[config.mk]
export PLATFORM = sky130hd
export DESIGN_NAME = card_fifo_engine
export DESIGN_NICKNAME = d
export VERILOG_FILES = /design/src/rtl/cfe_pkg.sv /design/src/rtl/cfe_word_ring.sv /design/src/rtl/cfe_packer.sv /design/src/rtl/cfe_unpacker.sv /design/src/rtl/cfe_status.sv /design/src/rtl/card_fifo_engine.sv
export SDC_FILE = /design/constraint.sdc
export NUM_CORES = 1
export LEC_CHECK = 0
export ABC_AREA = 1
export BUFFER_PORTS_ARGS = -buffer_cell sky130_fd_sc_hd__buf_2
export CORE_MARGIN = 2
export CORE_UTILIZATION = 60
export DETAILED_ROUTE_END_ITERATION = 10
export PLACE_DENSITY = 0.77
export SYNTH_ARGS = -nofsm -noshare
export SYNTH_HDL_FRONTEND = slang
export SYNTH_HIERARCHICAL = 1
export SYNTH_SLANG_ARGS = --single-unit
[constraint.sdc]
create_clock -name clk -period 13.6 [get_ports clk]
set_clock_uncertainty 0.1 [all_clocks]
set_input_delay 2.72 -clock clk [delete_from_list [all_inputs] [get_ports clk]]
set_output_delay 2.72 -clock clk [all_outputs]
set_load 0.03 [all_outputs]
[src/rtl/cfe_pkg.sv]
package cfe_pkg;
    localparam int SEL_W = 3;
    localparam logic [SEL_W-1:0] SEL_LEN  = 3'd0;
    localparam logic [SEL_W-1:0] SEL_CTRL = 3'd1;
    localparam logic [SEL_W-1:0] SEL_STAT = 3'd2;
    localparam logic [SEL_W-1:0] SEL_WCNT = 3'd3;
    localparam logic [SEL_W-1:0] SEL_FIFO = 3'd4;

    localparam int STAT_W      = 12;
    localparam int ST_END      = 0;
    localparam int ST_BLK      = 1;
    localparam int ST_TX_ACT   = 2;
    localparam int ST_TX_HEMP  = 3;
    localparam int ST_TX_FULL  = 4;
    localparam int ST_TX_EMPTY = 5;
    localparam int ST_TX_AVAIL = 6;
    localparam int ST_RX_ACT   = 7;
    localparam int ST_RX_HFULL = 8;
    localparam int ST_RX_FULL  = 9;
    localparam int ST_RX_EMPTY = 10;
    localparam int ST_RX_AVAIL = 11;
endpackage

[src/rtl/cfe_word_ring.sv]
module cfe_word_ring #(
    parameter int DEPTH  = 16,
    parameter int WORD_W = 32,
    parameter int CNT_W  = $clog2(DEPTH + 1)
) (
    input  logic              clk,
    input  logic              rst_n,
    input  logic              push,
    input  logic [WORD_W-1:0] push_word,
    input  logic              pop,
    output logic [WORD_W-1:0] head,
    output logic [CNT_W-1:0]  fill,
    output logic              full,
    output logic              empty
);
    localparam int PTR_W = $clog2(DEPTH);

    typedef struct packed {
        logic [PTR_W-1:0] rd_ptr;
        logic [CNT_W-1:0] fill;
    } ring_t;

    ring_t ring_d, ring_q;
    logic [WORD_W-1:0] mem_q [DEPTH];
    logic [PTR_W-1:0]  wr_slot;
    logic              push_ok, pop_ok;

    always_comb begin
        full    = (ring_q.fill == CNT_W'(DEPTH));
        empty   = (ring_q.fill == '0);
        push_ok = push && !full;
        pop_ok  = pop && !empty;
        wr_slot = PTR_W'((32'(ring_q.rd_ptr) + 32'(ring_q.fill)) % DEPTH);
        head    = mem_q[ring_q.rd_ptr];
        fill    = ring_q.fill;

        ring_d = ring_q;
        if (pop_ok) begin
            ring_d.rd_ptr = PTR_W'((32'(ring_q.rd_ptr) + 1) % DEPTH);
        end
        ring_d.fill = ring_q.fill + CNT_W'(push_ok) - CNT_W'(pop_ok);
    end

    always_ff @(posedge clk or negedge rst_n) begin
        if (!rst_n) ring_q <= '0;
        else        ring_q <= ring_d;
    end

    always_ff @(posedge clk) begin
        if (push_ok) mem_q[wr_slot] <= push_word;
    end
endmodule

[src/rtl/cfe_packer.sv]
module cfe_packer #(
    parameter int WORD_W = 32
) (
    input  logic              clk,
    input  logic              rst_n,
    input  logic              clear,
    input  logic              step,
    input  logic              last,
    input  logic [7:0]        byte_in,
    output logic              push,
    output logic [WORD_W-1:0] word
);
    localparam int LANES = WORD_W / 8;
    localparam int IDX_W = (LANES > 1) ? $clog2(LANES) : 1;

    typedef struct packed {
        logic [WORD_W-1:0] acc;
        logic [IDX_W-1:0]  idx;
    } pack_t;

    pack_t pk_d, pk_q;

    always_comb begin
        word = pk_q.acc | (WORD_W'(byte_in) << {pk_q.idx, 3'b000});
        push = step && (last || (pk_q.idx == IDX_W'(LANES - 1)));

        pk_d = pk_q;
        if (clear) begin
            pk_d = '0;
        end else if (step) begin
            if (push) begin
                pk_d = '0;
            end else begin
                pk_d.acc = word;
                pk_d.idx = pk_q.idx + 1'b1;
            end
        end
    end

    always_ff @(posedge clk or negedge rst_n) begin
        if (!rst_n) pk_q <= '0;
        else        pk_q <= pk_d;
    end
endmodule

[src/rtl/cfe_unpacker.sv]
module cfe_unpacker #(
    parameter int WORD_W = 32
) (
    input  logic              clk,
    input  logic              rst_n,
    input  logic              clear,
    input  logic              step,
    input  logic              last,
    input  logic [WORD_W-1:0] word_in,
    output logic              need_word,
    output logic              has_bytes,
    output logic [7:0]        byte_out
);
    localparam int LANES = WORD_W / 8;
    localparam int LEFT_W = $clog2(LANES);

    typedef struct packed {
        logic [WORD_W-1:0] shreg;
        logic [LEFT_W-1:0] left;
    } unpack_t;

    unpack_t up_d, up_q;

    always_comb begin
        need_word = (up_q.left == '0);
        has_bytes = !need_word;
        byte_out  = need_word ? word_in[7:0] : up_q.shreg[7:0];

        up_d = up_q;
        if (clear) begin
            up_d = '0;
        end else if (step) begin
            if (last) begin
                up_d = '0;
            end else if (need_word) begin
                up_d.shreg = word_in >> 8;
                up_d.left  = LEFT_W'(LANES - 1);
            end else begin
                up_d.shreg = up_q.shreg >> 8;
                up_d.left  = up_q.left - 1'b1;
            end
        end
    end

    always_ff @(posedge clk or negedge rst_n) begin
        if (!rst_n) up_q <= '0;
        else        up_q <= up_d;
    end
endmodule

[src/rtl/cfe_status.sv]
module cfe_status
    import cfe_pkg::*;
#(
    parameter int DEPTH = 16,
    parameter int CNT_W = $clog2(DEPTH + 1)
) (
    input  logic              en,
    input  logic              to_host,
    input  logic              done,
    input  logic [CNT_W-1:0]  fill,
    output logic [STAT_W-1:0] flags
);
    localparam int HALF = DEPTH / 2;

    logic f_empty, f_avail, f_full, f_hemp, f_hfull;

    always_comb begin
        f_empty = (fill == '0);
        f_avail = !f_empty;
        f_full  = (fill == CNT_W'(DEPTH));
        f_hemp  = (fill <= CNT_W'(HALF));
        f_hfull = (fill >= CNT_W'(HALF));

        flags         = '0;
        flags[ST_END] = done;
        flags[ST_BLK] = done;
        if (en) begin
            if (to_host) begin
                flags[ST_RX_ACT]   = 1'b1;
                flags[ST_RX_HFULL] = f_hfull;
                flags[ST_RX_FULL]  = f_full;
                flags[ST_RX_EMPTY] = f_empty;
                flags[ST_RX_AVAIL] = f_avail;
            end else begin
                flags[ST_TX_ACT]   = 1'b1;
                flags[ST_TX_HEMP]  = f_hemp;
                flags[ST_TX_FULL]  = f_full;
                flags[ST_TX_EMPTY] = f_empty;
                flags[ST_TX_AVAIL] = f_avail;
            end
        end
    end
endmodule

[src/rtl/card_fifo_engine.sv]
module card_fifo_engine
    import cfe_pkg::*;
#(
    parameter int DEPTH  = 16,
    parameter int WORD_W = 32,
    parameter int LEN_W  = 16
) (
    input  logic              clk,
    input  logic              rst_n,
    input  logic              host_wr,
    input  logic              host_rd,
    input  logic [SEL_W-1:0]  host_addr,
    input  logic [WORD_W-1:0] host_wdata,
    output logic [WORD_W-1:0] host_rdata,
    input  logic              card_rdy,
    input  logic [7:0]        card_rx_byte,
    output logic              card_rx_take,
    output logic              card_tx_valid,
    output logic [7:0]        card_tx_byte,
    output logic              fifo_err
);
    localparam int CNT_W = $clog2(DEPTH + 1);

    typedef struct packed {
        logic             en;
        logic             to_host;
        logic [LEN_W-1:0] len;
        logic [LEN_W-1:0] cnt;
        logic             defer;
        logic             done;
        logic             err;
    } ctl_t;

    ctl_t ctl_d, ctl_q;

    logic [WORD_W-1:0] ring_head, ring_in;
    logic [CNT_W-1:0]  ring_fill;
    logic              ring_full, ring_empty, ring_push, ring_pop;
    logic              pk_push;
    logic [WORD_W-1:0] pk_word;
    logic              up_need, up_has;
    logic [7:0]        up_byte;
    logic [STAT_W-1:0] stat_flags;

    logic ctrl_wr, load, fifo_wr, fifo_rd, poll_rd;
    logic host_push, host_pop, push_rej, pop_rej;
    logic active, rx_step, tx_step, last_byte;
    logic [LEN_W:0] wcnt_sum;

    // signals also watched by the bound checker
    logic [LEN_W-1:0] byte_cnt;
    logic             xfer_en, defer_on;

    always_comb begin
        ctrl_wr   = host_wr && (host_addr == SEL_CTRL);
        load      = ctrl_wr && host_wdata[0];
        fifo_wr   = host_wr && (host_addr == SEL_FIFO);
        fifo_rd   = host_rd && (host_addr == SEL_FIFO);
        poll_rd   = host_rd && ((host_addr == SEL_STAT) || (host_addr == SEL_WCNT));

        host_push = fifo_wr && (ctl_q.cnt != '0) && !ctl_q.to_host && !ring_full;
        push_rej  = fifo_wr && (ctl_q.cnt != '0) && !ctl_q.to_host && ring_full;
        host_pop  = fifo_rd && !ring_empty;
        pop_rej   = fifo_rd && ring_empty;

        active    = ctl_q.en && (ctl_q.cnt != '0) && !ctl_q.defer && !ctrl_wr;
        last_byte = (ctl_q.cnt == LEN_W'(1));
        rx_step   = active && ctl_q.to_host && card_rdy && !ring_full;
        tx_step   = active && !ctl_q.to_host && (up_has || !ring_empty) && !host_pop;

        ring_push = host_push || pk_push;
        ring_in   = pk_push ? pk_word : host_wdata;
        ring_pop  = host_pop || (tx_step && up_need);

        card_rx_take  = rx_step;
        card_tx_valid = tx_step;
        card_tx_byte  = up_byte;
        fifo_err      = ctl_q.err;

        wcnt_sum = {1'b0, ctl_q.cnt} + (LEN_W + 1)'(3);

        unique case (host_addr)
            SEL_LEN:  host_rdata = WORD_W'(ctl_q.len);
            SEL_CTRL: host_rdata = WORD_W'({ctl_q.to_host, ctl_q.en});
            SEL_STAT: host_rdata = WORD_W'(stat_flags);
            SEL_WCNT: host_rdata = WORD_W'(wcnt_sum >> 2);
            SEL_FIFO: host_rdata = ring_empty ? '0 : ring_head;
            default:  host_rdata = '0;
        endcase

        ctl_d     = ctl_q;
        ctl_d.err = push_rej || pop_rej;

        if (host_wr && (host_addr == SEL_LEN)) begin
            ctl_d.len = host_wdata[LEN_W-1:0];
        end

        if (ctrl_wr) begin
            ctl_d.en      = host_wdata[0];
            ctl_d.to_host = host_wdata[1];
        end else if (ctl_q.en && (ctl_q.cnt == '0) && ring_empty) begin
            ctl_d.en = 1'b0;
        end

        if (load) begin
            ctl_d.cnt = ctl_q.len;
        end else if (rx_step || tx_step) begin
            ctl_d.cnt = ctl_q.cnt - 1'b1;
        end

        if (load) begin
            ctl_d.done = 1'b0;
        end else if (ctl_q.en && (ctl_q.cnt == '0)) begin
            ctl_d.done = 1'b1;
        end

        if (load) begin
            ctl_d.defer = 1'b0;
        end else if (host_pop) begin
            ctl_d.defer = 1'b1;
        end else if (poll_rd) begin
            ctl_d.defer = 1'b0;
        end

        byte_cnt = ctl_q.cnt;
        xfer_en  = ctl_q.en;
        defer_on = ctl_q.defer;
    end

    always_ff @(posedge clk or negedge rst_n) begin
        if (!rst_n) ctl_q <= '0;
        else        ctl_q <= ctl_d;
    end

    cfe_word_ring #(.DEPTH(DEPTH), .WORD_W(WORD_W), .CNT_W(CNT_W)) u_ring (
        .clk       (clk),
        .rst_n     (rst_n),
        .push      (ring_push),
        .push_word (ring_in),
        .pop       (ring_pop),
        .head      (ring_head),
        .fill      (ring_fill),
        .full      (ring_full),
        .empty     (ring_empty)
    );

    cfe_packer #(.WORD_W(WORD_W)) u_pack (
        .clk     (clk),
        .rst_n   (rst_n),
        .clear   (ctrl_wr),
        .step    (rx_step),
        .last    (last_byte),
        .byte_in (card_rx_byte),
        .push    (pk_push),
        .word    (pk_word)
    );

    cfe_unpacker #(.WORD_W(WORD_W)) u_unpack (
        .clk       (clk),
        .rst_n     (rst_n),
        .clear     (ctrl_wr),
        .step      (tx_step),
        .last      (last_byte),
        .word_in   (ring_head),
        .need_word (up_need),
        .has_bytes (up_has),
        .byte_out  (up_byte)
    );

    cfe_status #(.DEPTH(DEPTH), .CNT_W(CNT_W)) u_stat (
        .en      (ctl_q.en),
        .to_host (ctl_q.to_host),
        .done    (ctl_q.done),
        .fill    (ring_fill),
        .flags   (stat_flags)
    );
endmodule

==> results.md <==
Outcome:
- The flow ran to the end, and the final reports show no timing, DRC or antenna violations.

Placement:
- The number of input and output port buffers inserted is 90.
- Routability-driven placement finished with a final weighted congestion of 0.924.
- The estimated wirelength of the detail-placed design is between 50 and 60 mm.

Final layout:
- Of the cells placed in the final design, the portion with a size suffix greater than 1 is 0.0905.
- The post-layout utilization of the core is 0.664.
- The diode insertion count for antenna repair is 0.
- After the last flow step, the layout net total stands at 3,261.
- The number of fill cells in the layout is 3,640.
- Registers take 18,000 sq um.
- The area of the multi-input gates is 8920 sq um.
- The area growth from synthesis to final layout is 9.37%.

Die:
- The core footprint is 47,700 sq um.
- The row count is 80.
- The initial utilization of the core area, before any placement, comes to 0.607.
- The floorplan die width is 224 um.
- 91 I/O pins were placed.
- The die is 224 um tall.
- The die covers around 50,000 sq um.

Logic synthesis:
- The fraction of synthesized cell area in xor and xnor cells is 0.00332.
- The fraction of the mapped netlist area in compound gates came to 0.0258.
- The number of warnings reported in the yosys synthesis log is 6.
- A synthesized cell averages 9.14 sq um.
- The area share of and/or/nand/nor cells after synthesis is 0.267.
- The post-synthesis cell area is around 29,000 sq um.
- The largest area contributor in the netlist is sky130_fd_sc_hd__edfxtp_1.
- The mux contribution to synthesized area is 0.
- Counting flops with a built-in enable in the synthesized netlist gives 512.
- In the synthesized netlist the async set-or-reset flop fraction comes to 0.172.
- Synthesis produced a netlist with a net count of 3,235.
- The largest family of logic cells by synthesized area is simple AND/OR/NAND/NOR gates.
- The share of synthesized area in the top cell type comes to 0.531.
- The instance count of the mapped netlist is 3,171.
- Sorting the synthesized cells by how often they occur yields 1,315 x sky130_fd_sc_hd__nand2_1, 512 x sky130_fd_sc_hd__edfxtp_1, 335 x sky130_fd_sc_hd__inv_1.
- The fraction of the yosys area taken by sequential cells is 0.622.
- The synthesized flop and latch total is 618.
- The area share of fa/ha/maj cells after synthesis is 0.00743.
- Yosys attributes the largest share of cell area to sky130_fd_sc_hd__edfxtp_1 53%, sky130_fd_sc_hd__nand2_1 17%, sky130_fd_sc_hd__dfrtp_1 9.2%.
- The leading cell type by number of instances after synthesis is sky130_fd_sc_hd__nand2_1.
- The prevailing post-synth register cell is sky130_fd_sc_hd__edfxtp_1.
- The number of distinct library cells after synthesis is 46.

Route:
- The detail route stage leaves a number of antenna-violating nets equal to 0.
- The final wirelength is 78.0 mm.
- The post-detailed-route wirelength per cell is 20.2 um.
- The detailed router finished its first iteration with 2,599 violations.
- The first-pass detailed-route iteration total is 6.
- The via count normalized by instance count is approximately 5.7.
- The number of design rule violations left after detail routing is 0.
- Detailed routing inserted a total of about 22,000 vias.

Clocking:
- Clock tree synthesis found a total of 618 sinks.
- The hold buffer count at cts is 0.
- The total CTS buffers is 61.
- Counting along the longest clock path gives a buffer depth of 3.
- The master cell of the clock root buffer is sky130_fd_sc_hd__clkbuf_16.
- Once the clock tree was built, the setup fixing pass inserted 0 buffers.
- The H-tree generated during clock tree synthesis spans 2 levels.
- TritonCTS built the clock tree.
- After clock tree synthesis, the clock-pin slew on the worst setup and hold paths is 60 ps.
- The clock reaches the later pin of the worst-skew pair after 630 ps.
- The number of gates resized after CTS was 0.

Timing:
- The transition time at the pin with the least slew margin is 1180 ps.
- The number of max-slew violations in the final report is 0.
- The number of failing setup endpoints in the final timing report is 0.
- The sum of negative setup slack is 0 ps.
- The highest achievable clock rate is 133 MHz.
- Measured against its own limit, the worst slew margin works out to 0.214.
- The minimum clock period is about 7500 ps.
- Setup repair after global routing left no endpoint under its margin.
- The total count of hold-check failures in the final report is 0.
- The final clock period utilization by the worst path is 0.554.

Critical path:
- The worst setup path is captured at an output pin.
- The worst setup path is of the primary input to output pin kind.
- The most numerous cell type found on the critical path is sky130_fd_sc_hd__buf_2.
- The critical path arrival is 4710 ps.
- Along the worst path, the maximum fanout reaches 16.
- The critical path goes through buf_2, nor3_1, inv_1, nor2_1, buf_2.
- For flop-to-flop paths, the worst setup slack is roughly 7000 ps.
- The cell with the largest stage delay on the worst path is sky130_fd_sc_hd__nor3_1.
- The delay of the slowest critical-path stage is 900 ps.
- The required time of the critical path is roughly 11,000 ps.
- The element type at the critical path start is a primary input.

GRT:
- After global routing the overflow that remains totals 0.
- The total routing resource utilization after global routing is 0.312.
- Entering global routing, the biggest net connects 243 pins.
- The number of global-route vias before repair came to 20,900.
- The initial antenna violation count is 1.
- The first global-routing pass estimated about 120 mm of wire.

Power and ir drop:
- The worst-case IR drop observed on VDD is 0.000193 V.
- Dividing total power by cell area gives a power density of 204 nW/um^2.
- The design draws 6.46 mW.
- The analysis attributes to cell leakage a power of 14.3 nW.

Job:
- The reported max-cap violation count is 0.

Min path:
- The min-delay analysis places its worst path in the category flop to flop.
registers in the layout (all words and copies together) (netlist names):
register       count
byte_cnt          16
ctl_q             18
defer_on           1
fifo_err           1
u_pack/pk_q       34
u_ring/fill        5
u_ring/mem_q     512
u_ring/ring_q      4
u_unpack/up_q     26
xfer_en            1
through the flow:
step,hold slack [ps],cells,instance area (sq um),worst slack [ps]
6_report,380,3862,31700,6070
5_1_grt,409,3862,31700,5720
4_1_cts,382,3862,31700,6100
3_5_place_dp,366,3749,29700,5550
3_3_place_gp,365,3749,29700,5760
2_1_floorplan,349,3171,29000,6750
worst paths after layout:
| path | depth (start not counted) | from | endpoint |
|---|---|---|---|
| setup / recovery | 5 | host_addr[0] | host_rdata[24] |
| hold / removal | 2 | u_unpack/up_q[9] | u_unpack/up_q[9] |
| setup reg to reg | 15 | u_ring/fill[2] | u_ring/mem_q[5][1] |
| hold reg to reg | 2 | u_unpack/up_q[9] | u_unpack/up_q[9] |
| max in group asynchronous | 2 | rst_n | u_pack/pk_q[29] |
| min in group asynchronous | 1 | rst_n | byte_cnt[7] |
worst max-delay path: cells and delay by family:
| kind | cells | cell delay [ps] |
|---|---|---|
| AND/OR/NAND/NOR | 2 | 1120 |
| buffers and inverters | 3 | 870 |
cell families after synthesis:
family,after synthesis
adder cells (fa/ha/maj),16
AND/OR/NAND/NOR,1901
AO/OA/AOI/OAI,123
XOR/XNOR,11
flip-flops,618
buffers and inverters,502
layer usage:
metal  global-route usage  share of wire  up-vias
met1                0.409           0.39    10400
met4                0.161          0.054        2
met3               0.0517          0.083      219
met2                0.506           0.47     1060
met5                    0        0.00017        -
li1                     -              -    10100
report_power, final:
part           total, mW  switching (mW)  internal, mW  leakage (nW)
Sequential          2.39           0.192          2.20          5.99
Combinational       2.37            1.76         0.608          7.38
Clock               1.70           0.721         0.976         0.981
area by class of cell:
class,count,area share
sequential,618,0.569
clock inverter,42,0.0137
timing repair buffer,116,0.0208
multi-input combinational,2051,0.281
inverter,349,0.0416
clock buffer,71,0.0493
tap,615,0.0243
cells in the final DEF (no fill, tap or decap), types with 17 or more instances in the layout:
cell type	synthesis	final
sky130_fd_sc_hd__inv_1	335	334
sky130_fd_sc_hd__dfrtp_1	106	103
sky130_fd_sc_hd__a21oi_1	17	17
sky130_fd_sc_hd__nor2_1	265	248
sky130_fd_sc_hd__buf_4	16	26
sky130_fd_sc_hd__buf_2	98	89
sky130_fd_sc_hd__nand3_1	260	260
sky130_fd_sc_hd__clkbuf_16	0	61
sky130_fd_sc_hd__edfxtp_1	512	512
sky130_fd_sc_hd__o21ai_0	54	53
sky130_fd_sc_hd__nand2_1	1315	1315
sky130_fd_sc_hd__o21ai_1	19	19
sky130_fd_sc_hd__nor2_4	9	26
No activity file was read; power rests on OpenSTA's default activity.
